**config.mk**
```make
export PLATFORM = sky130hd
export DESIGN_NAME = bfifo_dual_port
export DESIGN_NICKNAME = d
export VERILOG_FILES = /design/src/rtl/bfifo_pkg.sv /design/src/rtl/bfifo_arb.sv /design/src/rtl/bfifo_ctrl.sv /design/src/rtl/bfifo_store.sv /design/src/rtl/bfifo_dual_port.sv
export SDC_FILE = /design/constraint.sdc
export NUM_CORES = 1
export LEC_CHECK = 0
export ABC_AREA = 1
export BUFFER_PORTS_ARGS = -buffer_cell sky130_fd_sc_hd__buf_2
export CORE_AREA = 3 3 115 117
export CTS_CLUSTER_DIAMETER = 60
export DETAILED_ROUTE_END_ITERATION = 10
export DIE_AREA = 0 0 118 120
export MAX_ROUTING_LAYER = met4
export PLACE_DENSITY = 0.75
export SYNTH_ARGS = -nofsm -noshare
export SYNTH_HDL_FRONTEND = slang
export SYNTH_HIERARCHICAL = 1
export SYNTH_SLANG_ARGS = --single-unit
```
**constraint.sdc**
```tcl
create_clock -name clk -period 2 [get_ports clk]
set_clock_uncertainty 0.05 [all_clocks]
set_input_delay 0.2 -clock clk [delete_from_list [all_inputs] [get_ports clk]]
set_output_delay 0.2 -clock clk [all_outputs]
set_load 0.1 [all_outputs]
```
**src/rtl/bfifo_pkg.sv**
```systemverilog
package bfifo_pkg;
    typedef enum logic [1:0] {
        OP_NONE  = 2'd0,
        OP_WRITE = 2'd1,
        OP_READ  = 2'd2
    } op_e;

    typedef enum logic [1:0] {
        OCC_EMPTY = 2'd0,
        OCC_PART  = 2'd1,
        OCC_FULL  = 2'd2
    } occ_e;
endpackage

```
**src/rtl/bfifo_arb.sv**
```systemverilog
module bfifo_arb
    import bfifo_pkg::*;
#(
    parameter int W = 8
) (
    input  logic         host_sel,
    input  logic         host_rd,
    input  logic         host_wr,
    input  logic [W-1:0] host_wdata,
    input  logic         dma_ack,
    input  logic         dma_rd,
    input  logic         dma_wr,
    input  logic [W-1:0] dma_wdata,
    output op_e          op,
    output logic [W-1:0] op_wdata,
    output logic         clash
);
    logic host_req;
    logic dma_req;

    always_comb begin
        host_req = host_sel && (host_rd || host_wr);
        dma_req  = dma_ack && (dma_rd || dma_wr);
        op       = OP_NONE;
        op_wdata = '0;
        if (dma_req) begin
            op       = dma_wr ? OP_WRITE : OP_READ;
            op_wdata = dma_wdata;
        end else if (host_req) begin
            op       = host_wr ? OP_WRITE : OP_READ;
            op_wdata = host_wdata;
        end
        clash = host_req && dma_req;
    end
endmodule

```
**src/rtl/bfifo_ctrl.sv**
```systemverilog
module bfifo_ctrl
    import bfifo_pkg::*;
#(
    parameter int DEPTH = 16,
    parameter int CW    = $clog2(DEPTH + 1)
) (
    input  logic          clk,
    input  logic          rst_n,
    input  logic          clr_any,
    input  op_e           op,
    input  logic          clash,
    output logic          wr_en,
    output logic          rd_en,
    output logic [CW-1:0] count,
    output logic          empty,
    output logic          full,
    output logic          overflow,
    output logic          underflow,
    output logic          collision
);
    localparam logic [CW-1:0] FULL_CNT = CW'(DEPTH);
    localparam logic [CW-1:0] LAST_CNT = CW'(DEPTH - 1);
    localparam logic [CW-1:0] ONE_CNT  = CW'(1);

    occ_e          state_q, state_d;
    logic [CW-1:0] count_q;
    logic          ovf_q, udf_q, col_q;
    logic          ovf_evt, udf_evt;

    // state register
    always_ff @(posedge clk or negedge rst_n) begin
        if (!rst_n) state_q <= OCC_EMPTY;
        else        state_q <= state_d;
    end

    // next-state logic
    always_comb begin
        state_d = state_q;
        if (clr_any) begin
            state_d = OCC_EMPTY;
        end else begin
            unique case (state_q)
                OCC_EMPTY: if (wr_en) state_d = (count_q == LAST_CNT) ? OCC_FULL : OCC_PART;
                OCC_PART: begin
                    if (wr_en && count_q == LAST_CNT)     state_d = OCC_FULL;
                    else if (rd_en && count_q == ONE_CNT) state_d = OCC_EMPTY;
                end
                OCC_FULL:  if (rd_en) state_d = (count_q == ONE_CNT) ? OCC_EMPTY : OCC_PART;
                default:   state_d = OCC_EMPTY;
            endcase
        end
    end

    // outputs of the state machine
    always_comb begin
        empty   = (state_q == OCC_EMPTY);
        full    = (state_q == OCC_FULL);
        wr_en   = !clr_any && (op == OP_WRITE) && !full;
        rd_en   = !clr_any && (op == OP_READ) && !empty;
        ovf_evt = !clr_any && (op == OP_WRITE) && full;
        udf_evt = !clr_any && (op == OP_READ) && empty;
    end

    always_ff @(posedge clk or negedge rst_n) begin
        if (!rst_n) begin
            count_q <= '0;
            ovf_q   <= 1'b0;
            udf_q   <= 1'b0;
            col_q   <= 1'b0;
        end else if (clr_any) begin
            count_q <= '0;
            ovf_q   <= 1'b0;
            udf_q   <= 1'b0;
            col_q   <= 1'b0;
        end else begin
            if (wr_en)      count_q <= count_q + ONE_CNT;
            else if (rd_en) count_q <= count_q - ONE_CNT;
            if (ovf_evt) ovf_q <= 1'b1;
            if (udf_evt) udf_q <= 1'b1;
            if (clash)   col_q <= 1'b1;
        end
    end

    assign count     = count_q;
    assign overflow  = ovf_q;
    assign underflow = udf_q;
    assign collision = col_q;

    AST_COUNT_LIMIT: assert property (@(posedge clk) disable iff (!rst_n) count_q <= FULL_CNT);
    AST_FULL_FLAG: assert property (@(posedge clk) disable iff (!rst_n) full == (count_q == FULL_CNT));
    AST_EMPTY_FLAG: assert property (@(posedge clk) disable iff (!rst_n) empty == (count_q == '0));
    AST_NO_OVERFLOW: assert property (@(posedge clk) disable iff (!rst_n)
        (full && op == OP_WRITE && !clr_any) |=> (full && $stable(count_q) && ovf_q));
    AST_NO_UNDERFLOW: assert property (@(posedge clk) disable iff (!rst_n)
        (empty && op == OP_READ && !clr_any) |=> (empty && udf_q));
    AST_CLEAR_ALL: assert property (@(posedge clk) disable iff (!rst_n)
        clr_any |=> (empty && !ovf_q && !udf_q && !col_q));
endmodule

```
**src/rtl/bfifo_store.sv**
```systemverilog
module bfifo_store #(
    parameter int DEPTH = 16,
    parameter int W     = 8,
    parameter int AW    = (DEPTH > 1) ? $clog2(DEPTH) : 1
) (
    input  logic         clk,
    input  logic         rst_n,
    input  logic         clr_any,
    input  logic         wr_en,
    input  logic         rd_en,
    input  logic [W-1:0] wdata,
    input  logic         empty,
    output logic [W-1:0] rdata
);
    localparam logic [AW-1:0] LAST_IDX = AW'(DEPTH - 1);

    logic [W-1:0]  mem [DEPTH];
    logic [AW-1:0] wr_ptr, rd_ptr;

    always_ff @(posedge clk) begin
        if (wr_en) mem[wr_ptr] <= wdata;
    end

    always_ff @(posedge clk or negedge rst_n) begin
        if (!rst_n) begin
            wr_ptr <= '0;
            rd_ptr <= '0;
        end else if (clr_any) begin
            wr_ptr <= '0;
            rd_ptr <= '0;
        end else begin
            if (wr_en) wr_ptr <= (wr_ptr == LAST_IDX) ? '0 : wr_ptr + AW'(1);
            if (rd_en) rd_ptr <= (rd_ptr == LAST_IDX) ? '0 : rd_ptr + AW'(1);
        end
    end

    assign rdata = empty ? '0 : mem[rd_ptr];

    AST_PTR_ALIGN: assert property (@(posedge clk) disable iff (!rst_n)
        clr_any |=> (wr_ptr == rd_ptr));
endmodule

```
**src/rtl/bfifo_dual_port.sv**
```systemverilog
module bfifo_dual_port
    import bfifo_pkg::*;
#(
    parameter int DEPTH = 16,
    parameter int W     = 8,
    parameter int CW    = $clog2(DEPTH + 1)
) (
    input  logic          clk,
    input  logic          rst_n,
    input  logic          soft_rst,
    input  logic          sel_start,
    input  logic          clr_cmd,
    input  logic          host_sel,
    input  logic          host_rd,
    input  logic          host_wr,
    input  logic [W-1:0]  host_wdata,
    input  logic          dma_ack,
    input  logic          dma_rd,
    input  logic          dma_wr,
    input  logic [W-1:0]  dma_wdata,
    output logic [W-1:0]  rd_data,
    output logic [CW-1:0] level,
    output logic          is_empty,
    output logic          is_full,
    output logic          overflow,
    output logic          underflow,
    output logic          collision
);
    op_e          op;
    logic [W-1:0] op_wdata;
    logic         clash;
    logic         clr_any;
    logic         wr_en, rd_en;

    assign clr_any = soft_rst || sel_start || clr_cmd;

    bfifo_arb #(.W(W)) u_arb (
        .host_sel   (host_sel),
        .host_rd    (host_rd),
        .host_wr    (host_wr),
        .host_wdata (host_wdata),
        .dma_ack    (dma_ack),
        .dma_rd     (dma_rd),
        .dma_wr     (dma_wr),
        .dma_wdata  (dma_wdata),
        .op         (op),
        .op_wdata   (op_wdata),
        .clash      (clash)
    );

    bfifo_ctrl #(.DEPTH(DEPTH), .CW(CW)) u_ctrl (
        .clk       (clk),
        .rst_n     (rst_n),
        .clr_any   (clr_any),
        .op        (op),
        .clash     (clash),
        .wr_en     (wr_en),
        .rd_en     (rd_en),
        .count     (level),
        .empty     (is_empty),
        .full      (is_full),
        .overflow  (overflow),
        .underflow (underflow),
        .collision (collision)
    );

    bfifo_store #(.DEPTH(DEPTH), .W(W)) u_store (
        .clk     (clk),
        .rst_n   (rst_n),
        .clr_any (clr_any),
        .wr_en   (wr_en),
        .rd_en   (rd_en),
        .wdata   (op_wdata),
        .empty   (is_empty),
        .rdata   (rd_data)
    );

    AST_EMPTY_ZERO: assert property (@(posedge clk) disable iff (!rst_n)
        is_empty |-> (rd_data == '0));
    AST_DMA_PRIORITY: assert property (@(posedge clk) disable iff (!rst_n)
        (host_sel && (host_rd || host_wr) && dma_ack && (dma_rd || dma_wr) && !clr_any)
        |=> collision);
    AST_CLEAR_ZERO: assert property (@(posedge clk) disable iff (!rst_n)
        clr_any |=> (rd_data == '0 && level == '0));
endmodule

```
==> results of run 1 <==
[cell families after synthesis]
group	after synthesis	share of synthesized area
xor+xnor	4	0.00496
fa+ha+maj	9	0.0159
simple gates	415	0.252
buf+inv	145	0.0915
compound gates	32	0.0285
flops	146	0.607
[stage by stage]
step | power [mW] | instances | util | worst slack, ns
finish | 6.92 | 998 | 0.698 | -0.223
floorplan | 3.66 | 751 | - | -0.153
CTS | 6.95 | 998 | 0.691 | -0.188
global placement | 3.83 | 965 | 0.633 | 0.0967
detailed placement | 3.84 | 965 | 0.633 | 0.0549
global route | 7.13 | 998 | 0.698 | -0.294
[routing by layer]
metal	vias to the layer above	global-route usage	share of wire
li1	2548	-	-
met1	2535	0.319	0.41
met2	256	0.403	0.49
met3	43	0.0410	0.079
met4	0	0.0982	0.030
met5	-	-	0
[placed cells by master, fill, tap and decap left out, types with 17 or more instances in the layout]
master,instances
sky130_fd_sc_hd__inv_1,97
sky130_fd_sc_hd__buf_4,21
sky130_fd_sc_hd__nand3_2,28
sky130_fd_sc_hd__clkbuf_16,17
sky130_fd_sc_hd__edfxtp_1,128
sky130_fd_sc_hd__nor2_4,18
sky130_fd_sc_hd__nand3_1,69
sky130_fd_sc_hd__nand2_1,252
sky130_fd_sc_hd__buf_2,35
[flip-flops by register name, summed over array words and instances, names as in the netlist]
| register | flops |
|---|---|
| u_ctrl/count | 5 |
| u_ctrl/collision | 1 |
| u_ctrl/overflow | 1 |
| u_ctrl/underflow | 1 |
| u_ctrl/state_q | 2 |
| u_store/rd_ptr | 4 |
| u_store/mem | 128 |
| u_store/wr_ptr | 4 |
[power by group through the flow]
stage / sequential [mW] / clock, mW / combinational (mW)
2_1_floorplan: 3.46 / 0 / 0.206
3_3_place_gp: 3.43 / 0 / 0.403
3_5_place_dp: 3.43 / 0 / 0.411
4_1_cts: 3.36 / 3.17 / 0.415
5_1_grt: 3.36 / 3.32 / 0.445
6_report: 3.36 / 3.14 / 0.416
[final cells by class]
type | instances | area share
clock buffer | 18 | 0.0493
clock inverter | 14 | 0.0188
tap | 172 | 0.0247
inverter | 117 | 0.0516
sequential | 146 | 0.494
timing repair buffer | 71 | 0.0711
multi-input combinational | 460 | 0.290
[worst reg2reg max path, stage by stage, from the launching register on]
cell,delay [ns]
sky130_fd_sc_hd__dfrtp_1,0.37
sky130_fd_sc_hd__inv_2,0.08
sky130_fd_sc_hd__nand2_4,0.12
sky130_fd_sc_hd__clkinvlp_4,0.12
sky130_fd_sc_hd__nor2_4,0.27
sky130_fd_sc_hd__nand2_4,0.19
sky130_fd_sc_hd__nor2_4,0.27
[how the worst max path moves through the flow]
stage	to	slack [ns]	cells past startpoint
floorplan	rd_data[0]	-0.15	5
global placement	u_store/mem[15][2]$_DFFE_PP_	0.1	10
detailed placement	u_store/mem[15][5]$_DFFE_PP_	0.05	10
CTS	rd_data[0]	-0.19	9
global route	rd_data[0]	-0.29	9
finish	rd_data[0]	-0.22	10
[what timing repair did]
| item | in CTS | in global routing |
|---|---|---|
| pin swaps | 1 | 0 |
| hold endpoints to repair | 18 | 0 |
| gates resized for setup | 32 | 21 |
| hold buffers | 1 | 0 |
| setup endpoints to repair | 8 | 8 |
==> impl_metrics.prom, run 1 <==
# TYPE chip_impl_metric gauge
chip_impl_info{name="result_of_the_run",value="finished with violations"} 1
chip_impl_info{name="failed_checks",value="negative setup slack"} 1
chip_impl_info{name="grt_setup_unrepaired",value="yes"} 1
chip_impl_metric{name="net_switching_component_of_the_power",unit="mW"} 1.50
chip_impl_metric{name="post_synth.cell_area_avg",unit="um^2"} 9.41
chip_impl_metric{name="r2r_cells",unit=""} 6
chip_impl_metric{name="syn_area",unit="mm^2"} 0.00707
chip_impl_metric{name="cp_data_required_time",unit="ns"} 1.75
chip_impl_metric{name="finalSetupViolations",unit=""} 8
chip_impl_info{name="crit_slowest_cell",value="sky130_fd_sc_hd__dfrtp_2"} 1
chip_impl_metric{name="cp.arrival",unit="ns"} 1.97
chip_impl_info{name="synth_area_leaders",value="sky130_fd_sc_hd__edfxtp_1, sky130_fd_sc_hd__nand2_1, sky130_fd_sc_hd__dfrtp_1, sky130_fd_sc_hd__nand3_1, sky130_fd_sc_hd__inv_1"} 1
chip_impl_metric{name="drt_iter0_markers",unit=""} 650
chip_impl_metric{name="area_of_combinational_cells_with_multiple_inputs",unit="mm^2"} 0.00252
chip_impl_metric{name="maximum_net_fanout_on_the_critical_path",unit=""} 32
chip_impl_metric{name="placement_row_count",unit=""} 41
chip_impl_metric{name="ys_async_sr_fraction",unit=""} 0.123
chip_impl_metric{name="period_share",unit=""} 1.11
chip_impl_info{name="yosys.cell_count.top_type",value="sky130_fd_sc_hd__nand2_1"} 1
chip_impl_metric{name="slew_violations",unit=""} 0
chip_impl_info{name="synthDominantAreaCellType",value="sky130_fd_sc_hd__edfxtp_1"} 1
chip_impl_info{name="r2r-start",value="u_ctrl/state_q[0]$_DFFE_PN0P_"} 1
chip_impl_metric{name="post_drt_via_cell_ratio",unit=""} 5.39
chip_impl_metric{name="timing.slew.headroom",unit=""} 0.676
chip_impl_metric{name="timing_worst_slew_pin_value",unit="ns"} 0.490
chip_impl_metric{name="fin_ws",unit="ns"} -0.223
chip_impl_metric{name="final_nets",unit=""} 849
chip_impl_metric{name="power.share.sequential",unit=""} 0.486
chip_impl_metric{name="first_global_vias",unit=""} 5090
chip_impl_metric{name="route.detailed.wl_per_inst",unit="um"} 16.6
chip_impl_metric{name="synth.ff_latch_count",unit=""} 146
chip_impl_metric{name="maxClockFrequency",unit="GHz"} 0.450
chip_impl_info{name="clock-root-buffer",value="sky130_fd_sc_hd__clkbuf_16"} 1
chip_impl_metric{name="clock_buffers_created_by_tritoncts",unit=""} 17
chip_impl_metric{name="dieWidth",unit="um"} 118
chip_impl_metric{name="cap_violations",unit=""} 0
chip_impl_metric{name="clk_transition_reported_paths",unit="ns"} 0.06
chip_impl_info{name="min_to",value="u_ctrl/collision$_DFFE_PN0P_"} 1
chip_impl_metric{name="combinationalPowerShare",unit=""} 0.060
chip_impl_metric{name="leakage",unit="nW"} 3.79
chip_impl_metric{name="synthesis.instances",unit=""} 751
chip_impl_metric{name="drtAntennaViolNets",unit=""} 0
chip_impl_metric{name="gp_congestion",unit=""} 0.902
chip_impl_info{name="critical-path-top-cell-by-count",value="sky130_fd_sc_hd__nand2_1"} 1
chip_impl_metric{name="synth-edff-count",unit=""} 128
chip_impl_metric{name="cts_setup_buffers",unit=""} 0
chip_impl_metric{name="grt_first_pass_wirelength",unit="um"} 26400
chip_impl_info{name="synth.top_cells.by_count",value="sky130_fd_sc_hd__nand2_1, sky130_fd_sc_hd__edfxtp_1, sky130_fd_sc_hd__inv_1"} 1
chip_impl_metric{name="detail_route.wirelength",unit="um"} 16600
chip_impl_metric{name="dieHeight",unit="um"} 120
chip_impl_metric{name="ir_drop",unit="uV"} 638
chip_impl_metric{name="ff_latch_area",unit="mm^2"} 0.00430
chip_impl_info{name="r2r-end",value="u_store/mem[10][6]$_DFFE_PP_"} 1
chip_impl_metric{name="cts.sinks",unit=""} 146
chip_impl_info{name="timing_worst_setup_path_type",value="reg -> out"} 1
chip_impl_metric{name="fp.coreArea",unit="mm^2"} 0.0125
chip_impl_metric{name="num_antenna_cells",unit=""} 0
chip_impl_metric{name="r2r_slack",unit="ns"} 0.22
chip_impl_metric{name="htreeDepth",unit=""} 4
chip_impl_metric{name="power_density",unit="mW/mm^2"} 796
chip_impl_info{name="clock_tree_from_tritoncts",value="done"} 1
chip_impl_metric{name="grt_usage",unit=""} 0.249
chip_impl_metric{name="post_route_cells_drive_above_1_share",unit=""} 0.247
chip_impl_metric{name="global_route.overflow_total",unit=""} 0
chip_impl_info{name="cpLargestDelayFamily",value="buffers and inverters"} 1
chip_impl_metric{name="drc",unit=""} 0
chip_impl_metric{name="antenna_found_initial",unit=""} 0
chip_impl_metric{name="hold_viol",unit=""} 0
chip_impl_metric{name="switching_share",unit=""} 0.216
chip_impl_info{name="hold_path_startpoint",value="dma_ack"} 1
chip_impl_info{name="critical_path.startpoint_type",value="flip-flop"} 1
chip_impl_metric{name="detailed_place.area",unit="mm^2"} 0.00789
chip_impl_metric{name="initial_core_util",unit=""} 0.567
chip_impl_info{name="cp_cell_sequence",value="inv_4, buf_12, nand2_1, nand3_1, nand2_2, nand2_1, nand2_1, inv_1, a21oi_4, buf_12"} 1
chip_impl_metric{name="ys_seq_area_frac",unit=""} 0.607
chip_impl_info{name="crit_path_start",value="u_store/rd_ptr[0]$_DFFE_PN0P_"} 1
chip_impl_metric{name="clock_path_buffers",unit=""} 2
chip_impl_metric{name="cpPeakStageDelay",unit="ns"} 0.44
chip_impl_info{name="ys_dominant_reg_cell",value="sky130_fd_sc_hd__edfxtp_1"} 1
chip_impl_metric{name="io_buffer_count",unit=""} 44
chip_impl_metric{name="layout_min_cycle_time",unit="ns"} 2.22
chip_impl_metric{name="firstDrtPassIters",unit=""} 6
chip_impl_metric{name="synth_nets",unit=""} 787
chip_impl_metric{name="die_area",unit="mm^2"} 0.0142
chip_impl_metric{name="hold_ws",unit="ns"} 0.166
chip_impl_metric{name="dr_total_vias",unit=""} 5382
chip_impl_metric{name="path_buf_inv",unit=""} 4
chip_impl_metric{name="syn2layout_area_growth",unit="%"} 23.0
chip_impl_metric{name="grt_start_max_net_pins",unit=""} 37
chip_impl_metric{name="place.detailed.hpwl",unit="um"} 11000
chip_impl_metric{name="clock_power_share",unit=""} 0.454
chip_impl_metric{name="proportion_of_netlist_area_held_by_the_largest_area_contributor",unit=""} 0.544
chip_impl_info{name="hold_class",value="in -> reg"} 1
chip_impl_metric{name="layout.filler_cells",unit=""} 855
chip_impl_metric{name="post_synth_num_cell_types",unit=""} 31
chip_impl_metric{name="ys_warn_count",unit=""} 6
chip_impl_metric{name="final_total_negative_setup_slack",unit="ns"} -1.38
chip_impl_metric{name="post_layout_instance_area",unit="mm^2"} 0.00870
chip_impl_metric{name="whs_path_depth",unit=""} 5
chip_impl_metric{name="internal_power",unit="mW"} 5.43
chip_impl_metric{name="clock_network_latency_to_the_later_pin_of_the_worst_skew_pair",unit="ns"} 0.42
chip_impl_metric{name="num_io_pins",unit=""} 45
chip_impl_info{name="crit_path_end_kind",value="primary output"} 1
Power figures use the tool's default switching activity.
==> run 2, diff against run 1 <==
- clock period: 2 -> 2.3 ns (I/O delays scaled with it)
==> run 2 against run 1 <==
Against the previous run:
- the run now ends clean
- die area did not move
- cell area shrank 4.0%
- critical path depth down 1
- core utilization down 2.8 points
- clock power is 22% lower
- highest routed layer unchanged
- sequential share of layout area grew 2.0 points
==> impl_metrics.prom, run 2 (same netlist as run 1, synthesis figures left out) <==
# TYPE chip_impl_metric gauge
chip_impl_metric{name="dieHeight",unit="um"} 120
chip_impl_metric{name="ir_drop",unit="uV"} 486
chip_impl_metric{name="drc",unit=""} 0
chip_impl_info{name="critical_path.startpoint_type",value="flip-flop"} 1
chip_impl_metric{name="cts.sinks",unit=""} 146
chip_impl_metric{name="io_buffer_count",unit=""} 44
chip_impl_metric{name="drt_iter0_markers",unit=""} 516
chip_impl_metric{name="global_route.overflow_total",unit=""} 0
chip_impl_metric{name="fp.coreArea",unit="mm^2"} 0.0125
chip_impl_info{name="grt_setup_unrepaired",value="yes"} 1
chip_impl_metric{name="grt_use_met1",unit=""} 0.312
chip_impl_info{name="timing_worst_setup_path_type",value="reg -> out"} 1
chip_impl_metric{name="timing.slew.headroom",unit=""} 0.677
chip_impl_metric{name="num_io_pins",unit=""} 45
chip_impl_metric{name="layout.filler_cells",unit=""} 910
chip_impl_metric{name="clock_buffers_created_by_tritoncts",unit=""} 17
chip_impl_info{name="crit_slowest_cell",value="sky130_fd_sc_hd__dfrtp_2"} 1
chip_impl_metric{name="first_global_vias",unit=""} 5069
chip_impl_metric{name="finalSetupViolations",unit=""} 0
chip_impl_metric{name="post_layout_instance_area",unit="mm^2"} 0.00835
chip_impl_metric{name="slew_violations",unit=""} 0
chip_impl_metric{name="place.detailed.hpwl",unit="um"} 10700
chip_impl_metric{name="grtUsageMet2",unit=""} 0.381
chip_impl_metric{name="max_reg_flops",unit=""} 128
chip_impl_metric{name="cp_data_required_time",unit="ns"} 2.02
chip_impl_metric{name="post_drt_via_cell_ratio",unit=""} 5.30
chip_impl_metric{name="gp_congestion",unit=""} 0.937
chip_impl_info{name="result_of_the_run",value="completed"} 1
chip_impl_metric{name="drtAntennaViolNets",unit=""} 0
chip_impl_metric{name="num_antenna_cells",unit=""} 0
chip_impl_info{name="cp_cell_sequence",value="clkbuf_16, nand2_1, nand3_1, nand2_1, nand2_1, nand2_1, inv_1, a21oi_2, buf_12"} 1
chip_impl_metric{name="dieWidth",unit="um"} 118
chip_impl_metric{name="overall_power",unit="mW"} 5.71
chip_impl_metric{name="use_met3",unit=""} 0.0467
chip_impl_metric{name="leakage",unit="nW"} 3.72
chip_impl_metric{name="grt_start_max_net_pins",unit=""} 53
chip_impl_info{name="largest-register",value="u_store/mem"} 1
chip_impl_metric{name="grt_usage",unit=""} 0.241
chip_impl_metric{name="maximum_net_fanout_on_the_critical_path",unit=""} 26
chip_impl_metric{name="cp.arrival",unit="ns"} 2.00
chip_impl_metric{name="period_share",unit=""} 0.991
chip_impl_metric{name="worst_slack_at_placement",unit="ns"} 0.147
chip_impl_metric{name="syn2layout_area_growth",unit="%"} 18.1
chip_impl_metric{name="maxClockFrequency",unit="GHz"} 0.439
chip_impl_info{name="clock_tree_from_tritoncts",value="done"} 1
chip_impl_metric{name="timing_worst_slew_pin_value",unit="ns"} 0.487
chip_impl_metric{name="power_density",unit="mW/mm^2"} 684
chip_impl_info{name="hold_class",value="in -> reg"} 1
chip_impl_info{name="layout_common_cells",value="sky130_fd_sc_hd__nand2_1, sky130_fd_sc_hd__edfxtp_1, sky130_fd_sc_hd__inv_1, sky130_fd_sc_hd__nand3_1, sky130_fd_sc_hd__buf_2"} 1
chip_impl_info{name="most_frequent_standard_cell_in_the_layout_excluding_fill_and_tap_cells",value="sky130_fd_sc_hd__nand2_1"} 1
chip_impl_metric{name="route.detailed.wl_per_inst",unit="um"} 16.1
chip_impl_info{name="critical-path-top-cell-by-count",value="sky130_fd_sc_hd__nand2_1"} 1
chip_impl_metric{name="htreeDepth",unit=""} 4
chip_impl_metric{name="hold_viol",unit=""} 0
chip_impl_metric{name="clock_path_buffers",unit=""} 2
chip_impl_metric{name="detail_route.wirelength",unit="um"} 16200
chip_impl_info{name="crit_path_end_kind",value="primary output"} 1
chip_impl_info{name="clock-root-buffer",value="sky130_fd_sc_hd__clkbuf_16"} 1
chip_impl_metric{name="cap_violations",unit=""} 0
chip_impl_metric{name="detailed_place.area",unit="mm^2"} 0.00768
chip_impl_metric{name="clk_transition_reported_paths",unit="ns"} 0.06
chip_impl_metric{name="post_route_cells_drive_above_1_share",unit=""} 0.184
chip_impl_metric{name="dr_total_vias",unit=""} 5363
chip_impl_metric{name="antenna_found_initial",unit=""} 0
chip_impl_info{name="globalRoute.busiestLayer",value="met2"} 1
chip_impl_metric{name="clock_network_latency_to_the_later_pin_of_the_worst_skew_pair",unit="ns"} 0.42
chip_impl_metric{name="dp_cells",unit=""} 973
chip_impl_metric{name="fin_ws",unit="ns"} 0.0214
chip_impl_metric{name="final_total_negative_setup_slack",unit="ns"} 0
chip_impl_metric{name="final_nets",unit=""} 863
chip_impl_metric{name="firstDrtPassIters",unit=""} 5
chip_impl_metric{name="grt_first_pass_wirelength",unit="um"} 25500
chip_impl_metric{name="layout_min_cycle_time",unit="ns"} 2.28
chip_impl_metric{name="cpPeakStageDelay",unit="ns"} 0.49
chip_impl_metric{name="placement_row_count",unit=""} 41
chip_impl_metric{name="initial_core_util",unit=""} 0.567
chip_impl_metric{name="finalNonFillerCells",unit=""} 1011
chip_impl_metric{name="die_area",unit="mm^2"} 0.0142
[run 2: layout make-up]
type / count / area [um^2] / share of cell area
clock buffer: 18 / 429 / 0.0514
clock inverter: 13 / 96.3 / 0.0115
inverter: 117 / 449 / 0.0538
multi-input combinational: 460 / 2170 / 0.260
sequential: 146 / 4300 / 0.514
tap: 172 / 215 / 0.0258
timing repair buffer: 84 / 693 / 0.0830
timing repair inverter: 1 / 6.26 / 0.000749
[run 2: power breakdown]
group          total, mW  internal (mW)  switching [mW]
clock network       2.44           1.45           0.987
logic              0.345         0.0925           0.253
registers           2.93           2.92         0.00824
total               5.71           4.46            1.25
[run 2: routing by layer]
| layer | routed length [um] | share of wire | vias up |
|---|---|---|---|
| met1 | 6730 | 0.41 | 2498 |
| li1 | - | - | 2566 |
| met5 | 0 | 0 | - |
| met4 | 358 | 0.022 | 0 |
| met2 | 7880 | 0.49 | 259 |
| met3 | 1270 | 0.078 | 40 |
[run 2: through the flow]
| stage | hold WS [ns] | util |
|---|---|---|
| 3_3_place_gp | 0.143 | 0.616 |
| 6_report | 0.225 | 0.670 |
| 2_1_floorplan | -0.116 | - |
| 5_1_grt | 0.246 | 0.670 |
| 4_1_cts | 0.212 | 0.664 |
| 3_5_place_dp | 0.147 | 0.616 |
[run 2: worst paths after layout]
check	from	to	slack, ns	cells past startpoint
setup / recovery	u_store/rd_ptr[0]$_DFFE_PN0P_	rd_data[7]	0.02	9
hold / removal	sel_start	u_ctrl/underflow$_DFFE_PN0P_	0.22	5
setup reg to reg	u_ctrl/state_q[1]$_DFFE_PN0P_	u_store/mem[4][5]$_DFFE_PP_	0.54	6
hold reg to reg	u_ctrl/underflow$_DFFE_PN0P_	u_ctrl/underflow$_DFFE_PN0P_	0.45	2
max in group asynchronous	rst_n	u_store/rd_ptr[0]$_DFFE_PN0P_	1.63	2
min in group asynchronous	rst_n	u_ctrl/count[2]$_DFFE_PN0P_	0.23	2
[run 2: worst max-delay path, delay by kind of cell (launching register included)]
kind / cells / cell delay, ns
flip-flops: 1 / 0.49
AND/OR/NAND/NOR: 5 / 0.41
AO/OA/AOI/OAI: 1 / 0.19
buffers and inverters: 3 / 0.47
[run 2: timing repair]
action,4_1_cts,5_1_grt
setup endpoints to repair,8,8
hold endpoints to repair,18,0
gates cloned,0,2
buffers inserted,3,1
gates resized for setup,10,9
hold buffers,1,0
pin swaps,1,7
==> run 3, diff against run 2 <==
- CORE_AREA: 3 3 115 117 -> 3 3 136 138
- DIE_AREA: 0 0 118 120 -> 0 0 139 141
- PLACE_DENSITY: 0.75 -> default
==> run 3 against run 2 <==
Against the previous run:
- the run now ends with negative setup slack left
- global-route usage shrank 6.3 points
- worst setup slack got worse by 0.037 ns
- die area is 38% higher
- first-iteration DRC count is 18% lower
- clock power increased by 8.6%
- cell area is 5.9% higher
- maximum frequency shrank 1.6%
- via count down 2.0%
- sequential share of layout area down 2.8 points
- non-clock buffer count is 5 higher
- largest power group unchanged
- highest routed layer unchanged
==> impl_metrics.prom, run 3 (same netlist as run 1, synthesis figures left out) <==
# TYPE chip_impl_metric gauge
chip_impl_info{name="result_of_the_run",value="finished with violations"} 1
chip_impl_info{name="failed_checks",value="negative setup slack"} 1
chip_impl_metric{name="die_area",unit="mm^2"} 0.0196
chip_impl_info{name="clock-root-buffer",value="sky130_fd_sc_hd__clkbuf_16"} 1
chip_impl_metric{name="overall_power",unit="mW"} 5.91
chip_impl_metric{name="grt_first_pass_wirelength",unit="um"} 26100
chip_impl_metric{name="drtAntennaViolNets",unit=""} 0
chip_impl_metric{name="cts.sinks",unit=""} 146
chip_impl_metric{name="worst_slack_at_placement",unit="ns"} 0.278
chip_impl_metric{name="maximum_net_fanout_on_the_critical_path",unit=""} 7
chip_impl_metric{name="firstDrtPassIters",unit=""} 5
chip_impl_metric{name="fin_ws",unit="ns"} -0.0159
chip_impl_metric{name="num_io_pins",unit=""} 45
chip_impl_metric{name="syn2layout_area_growth",unit="%"} 25.1
chip_impl_metric{name="gp_congestion",unit=""} 0.850
chip_impl_info{name="timing_worst_setup_path_type",value="reg -> out"} 1
chip_impl_info{name="r2r-start",value="u_ctrl/state_q[0]$_DFFE_PN0P_"} 1
chip_impl_metric{name="layout.filler_cells",unit=""} 1580
chip_impl_metric{name="io_buffer_count",unit=""} 44
chip_impl_info{name="grt_setup_unrepaired",value="yes"} 1
chip_impl_metric{name="cap_violations",unit=""} 0
chip_impl_metric{name="ir_drop",unit="uV"} 501
chip_impl_metric{name="placement_row_count",unit=""} 48
chip_impl_metric{name="timing.slew.headroom",unit=""} 0.516
chip_impl_metric{name="hold_viol",unit=""} 0
chip_impl_info{name="most_frequent_standard_cell_in_the_layout_excluding_fill_and_tap_cells",value="sky130_fd_sc_hd__nand2_1"} 1
chip_impl_metric{name="slew_violations",unit=""} 0
chip_impl_metric{name="final_total_negative_setup_slack",unit="ns"} -0.0198
chip_impl_metric{name="clock_network_latency_to_the_later_pin_of_the_worst_skew_pair",unit="ns"} 0.42
chip_impl_info{name="layout_common_cells",value="sky130_fd_sc_hd__nand2_1, sky130_fd_sc_hd__edfxtp_1, sky130_fd_sc_hd__inv_1, sky130_fd_sc_hd__nand3_1, sky130_fd_sc_hd__nand2_2"} 1
chip_impl_metric{name="grt_start_max_net_pins",unit=""} 28
chip_impl_metric{name="clock_buffers_created_by_tritoncts",unit=""} 17
chip_impl_metric{name="cp.arrival",unit="ns"} 2.04
chip_impl_info{name="clock_tree_from_tritoncts",value="done"} 1
chip_impl_metric{name="final_nets",unit=""} 867
chip_impl_metric{name="cp_data_required_time",unit="ns"} 2.02
chip_impl_metric{name="dr_total_vias",unit=""} 5257
chip_impl_metric{name="route.detailed.wl_per_inst",unit="um"} 16.2
chip_impl_metric{name="area_of_combinational_cells_with_multiple_inputs",unit="mm^2"} 0.00244
chip_impl_info{name="hold_class",value="in -> reg"} 1
chip_impl_metric{name="finalSetupViolations",unit=""} 2
chip_impl_metric{name="dieWidth",unit="um"} 139
chip_impl_metric{name="post_route_cells_drive_above_1_share",unit=""} 0.276
chip_impl_info{name="crit_path_end_kind",value="primary output"} 1
chip_impl_metric{name="ff_latch_area",unit="mm^2"} 0.00430
chip_impl_metric{name="r2r_slack",unit="ns"} 0.55
chip_impl_metric{name="drt_iter0_markers",unit=""} 421
chip_impl_info{name="crit_path_end",value="rd_data[6]"} 1
chip_impl_metric{name="finalNonFillerCells",unit=""} 1069
chip_impl_metric{name="grt_usage",unit=""} 0.178
chip_impl_metric{name="fp.coreArea",unit="mm^2"} 0.0173
chip_impl_metric{name="initial_core_util",unit=""} 0.409
chip_impl_metric{name="period_share",unit=""} 1.01
chip_impl_metric{name="clk_transition_reported_paths",unit="ns"} 0.06
chip_impl_metric{name="num_antenna_cells",unit=""} 0
chip_impl_info{name="crit_path_start",value="u_store/rd_ptr[0]$_DFFE_PN0P_"} 1
chip_impl_metric{name="layout_min_cycle_time",unit="ns"} 2.32
chip_impl_metric{name="detail_route.wirelength",unit="um"} 17300
chip_impl_metric{name="power_density",unit="mW/mm^2"} 668
chip_impl_info{name="critical_path.startpoint_type",value="flip-flop"} 1
chip_impl_metric{name="place.detailed.hpwl",unit="um"} 10800
chip_impl_metric{name="htreeDepth",unit=""} 4
chip_impl_info{name="r2r-end",value="u_store/mem[11][6]$_DFFE_PP_"} 1
chip_impl_metric{name="antenna_found_initial",unit=""} 0
chip_impl_metric{name="clock_path_buffers",unit=""} 2
chip_impl_metric{name="dp_cells",unit=""} 1027
chip_impl_metric{name="drc",unit=""} 0
chip_impl_metric{name="global_route.overflow_total",unit=""} 0
chip_impl_metric{name="maxClockFrequency",unit="GHz"} 0.432
chip_impl_metric{name="layout.core_utilization",unit=""} 0.511
chip_impl_metric{name="leakage",unit="nW"} 3.87
chip_impl_metric{name="dieHeight",unit="um"} 141
chip_impl_info{name="largest-register",value="u_store/mem"} 1
chip_impl_metric{name="r2r_cells",unit=""} 7
chip_impl_metric{name="timing_worst_slew_pin_value",unit="ns"} 0.724
chip_impl_metric{name="max_reg_flops",unit=""} 128
chip_impl_metric{name="first_global_vias",unit=""} 4910
chip_impl_metric{name="post_drt_via_cell_ratio",unit=""} 4.92
==> run 3: worst min-delay path by stage <==
| stage | from | end | slack [ns] | cells past startpoint |
|---|---|---|---|---|
| 6_report | dma_ack | u_ctrl/collision$_DFFE_PN0P_ | 0.19 | 5 |
| 4_1_cts | dma_ack | u_ctrl/collision$_DFFE_PN0P_ | 0.17 | 5 |
| 3_3_place_gp | rst_n | u_ctrl/count[1]$_DFFE_PN0P_ | 0.15 | 1 |
| 5_1_grt | host_wr | u_ctrl/collision$_DFFE_PN0P_ | 0.22 | 5 |
| 2_1_floorplan | rst_n | u_ctrl/collision$_DFFE_PN0P_ | -0.12 | 0 |
| 3_5_place_dp | rst_n | u_ctrl/count[2]$_DFFE_PN0P_ | 0.16 | 1 |
==> run 3: layout make-up <==
type / instances / share of cell area
multi-input cells: 460 / 0.275
clock buffers: 17 / 0.0481
well taps: 225 / 0.0318
repair buffers: 89 / 0.0908
inverters: 117 / 0.0512
clock inverters: 15 / 0.0168
flip-flops and latches: 146 / 0.486
==> run 3: power breakdown <==
part           leakage, nW  switching (mW)  internal [mW]
registers             1.41         0.00782           2.92
clock network        0.271            1.14           1.52
logic                 2.18           0.243         0.0862
total                 3.87            1.39           4.52
==> run 3: worst max-delay path, stage by stage, from the launching register on <==
cell and delay (ns):
sky130_fd_sc_hd__dfrtp_2 0.47, sky130_fd_sc_hd__buf_12 0.18, sky130_fd_sc_hd__clkbuf_16 0.17, sky130_fd_sc_hd__nand2_2 0.08
sky130_fd_sc_hd__nand3_2 0.07, sky130_fd_sc_hd__nand2_2 0.12, sky130_fd_sc_hd__nand2_4 0.07, sky130_fd_sc_hd__nand2_2 0.06
sky130_fd_sc_hd__inv_2 0.05, sky130_fd_sc_hd__a21oi_4 0.16, sky130_fd_sc_hd__buf_12 0.19
==> run 3: repair_timing <==
| action | in CTS | in global routing |
|---|---|---|
| resized for setup | 25 | 78 |
| gates cloned | 1 | 4 |
| setup buffers | 5 | 0 |
| pin swaps | 10 | 38 |
| hold endpoints to repair | 18 | 0 |
| hold buffers | 1 | 0 |
| endpoints found under the setup margin | 8 | 8 |
==> run 3: per-layer routing <==
layer | vias to the layer above | track usage | share of wire
met2 | 167 | 0.280 | 0.48
met4 | 0 | 0.0628 | 0.015
met3 | 22 | 0.0339 | 0.055
li1 | 2578 | - | -
met5 | - | - | 0
met1 | 2490 | 0.233 | 0.45
==> run 3: through the flow <==
stage               hold WS (ns)  cell area [um^2]
CTS                        0.170              8510
global route               0.221              8840
detailed placement         0.159              7780
global placement           0.153              7780
finish                     0.185              8840
floorplan                 -0.116              7070
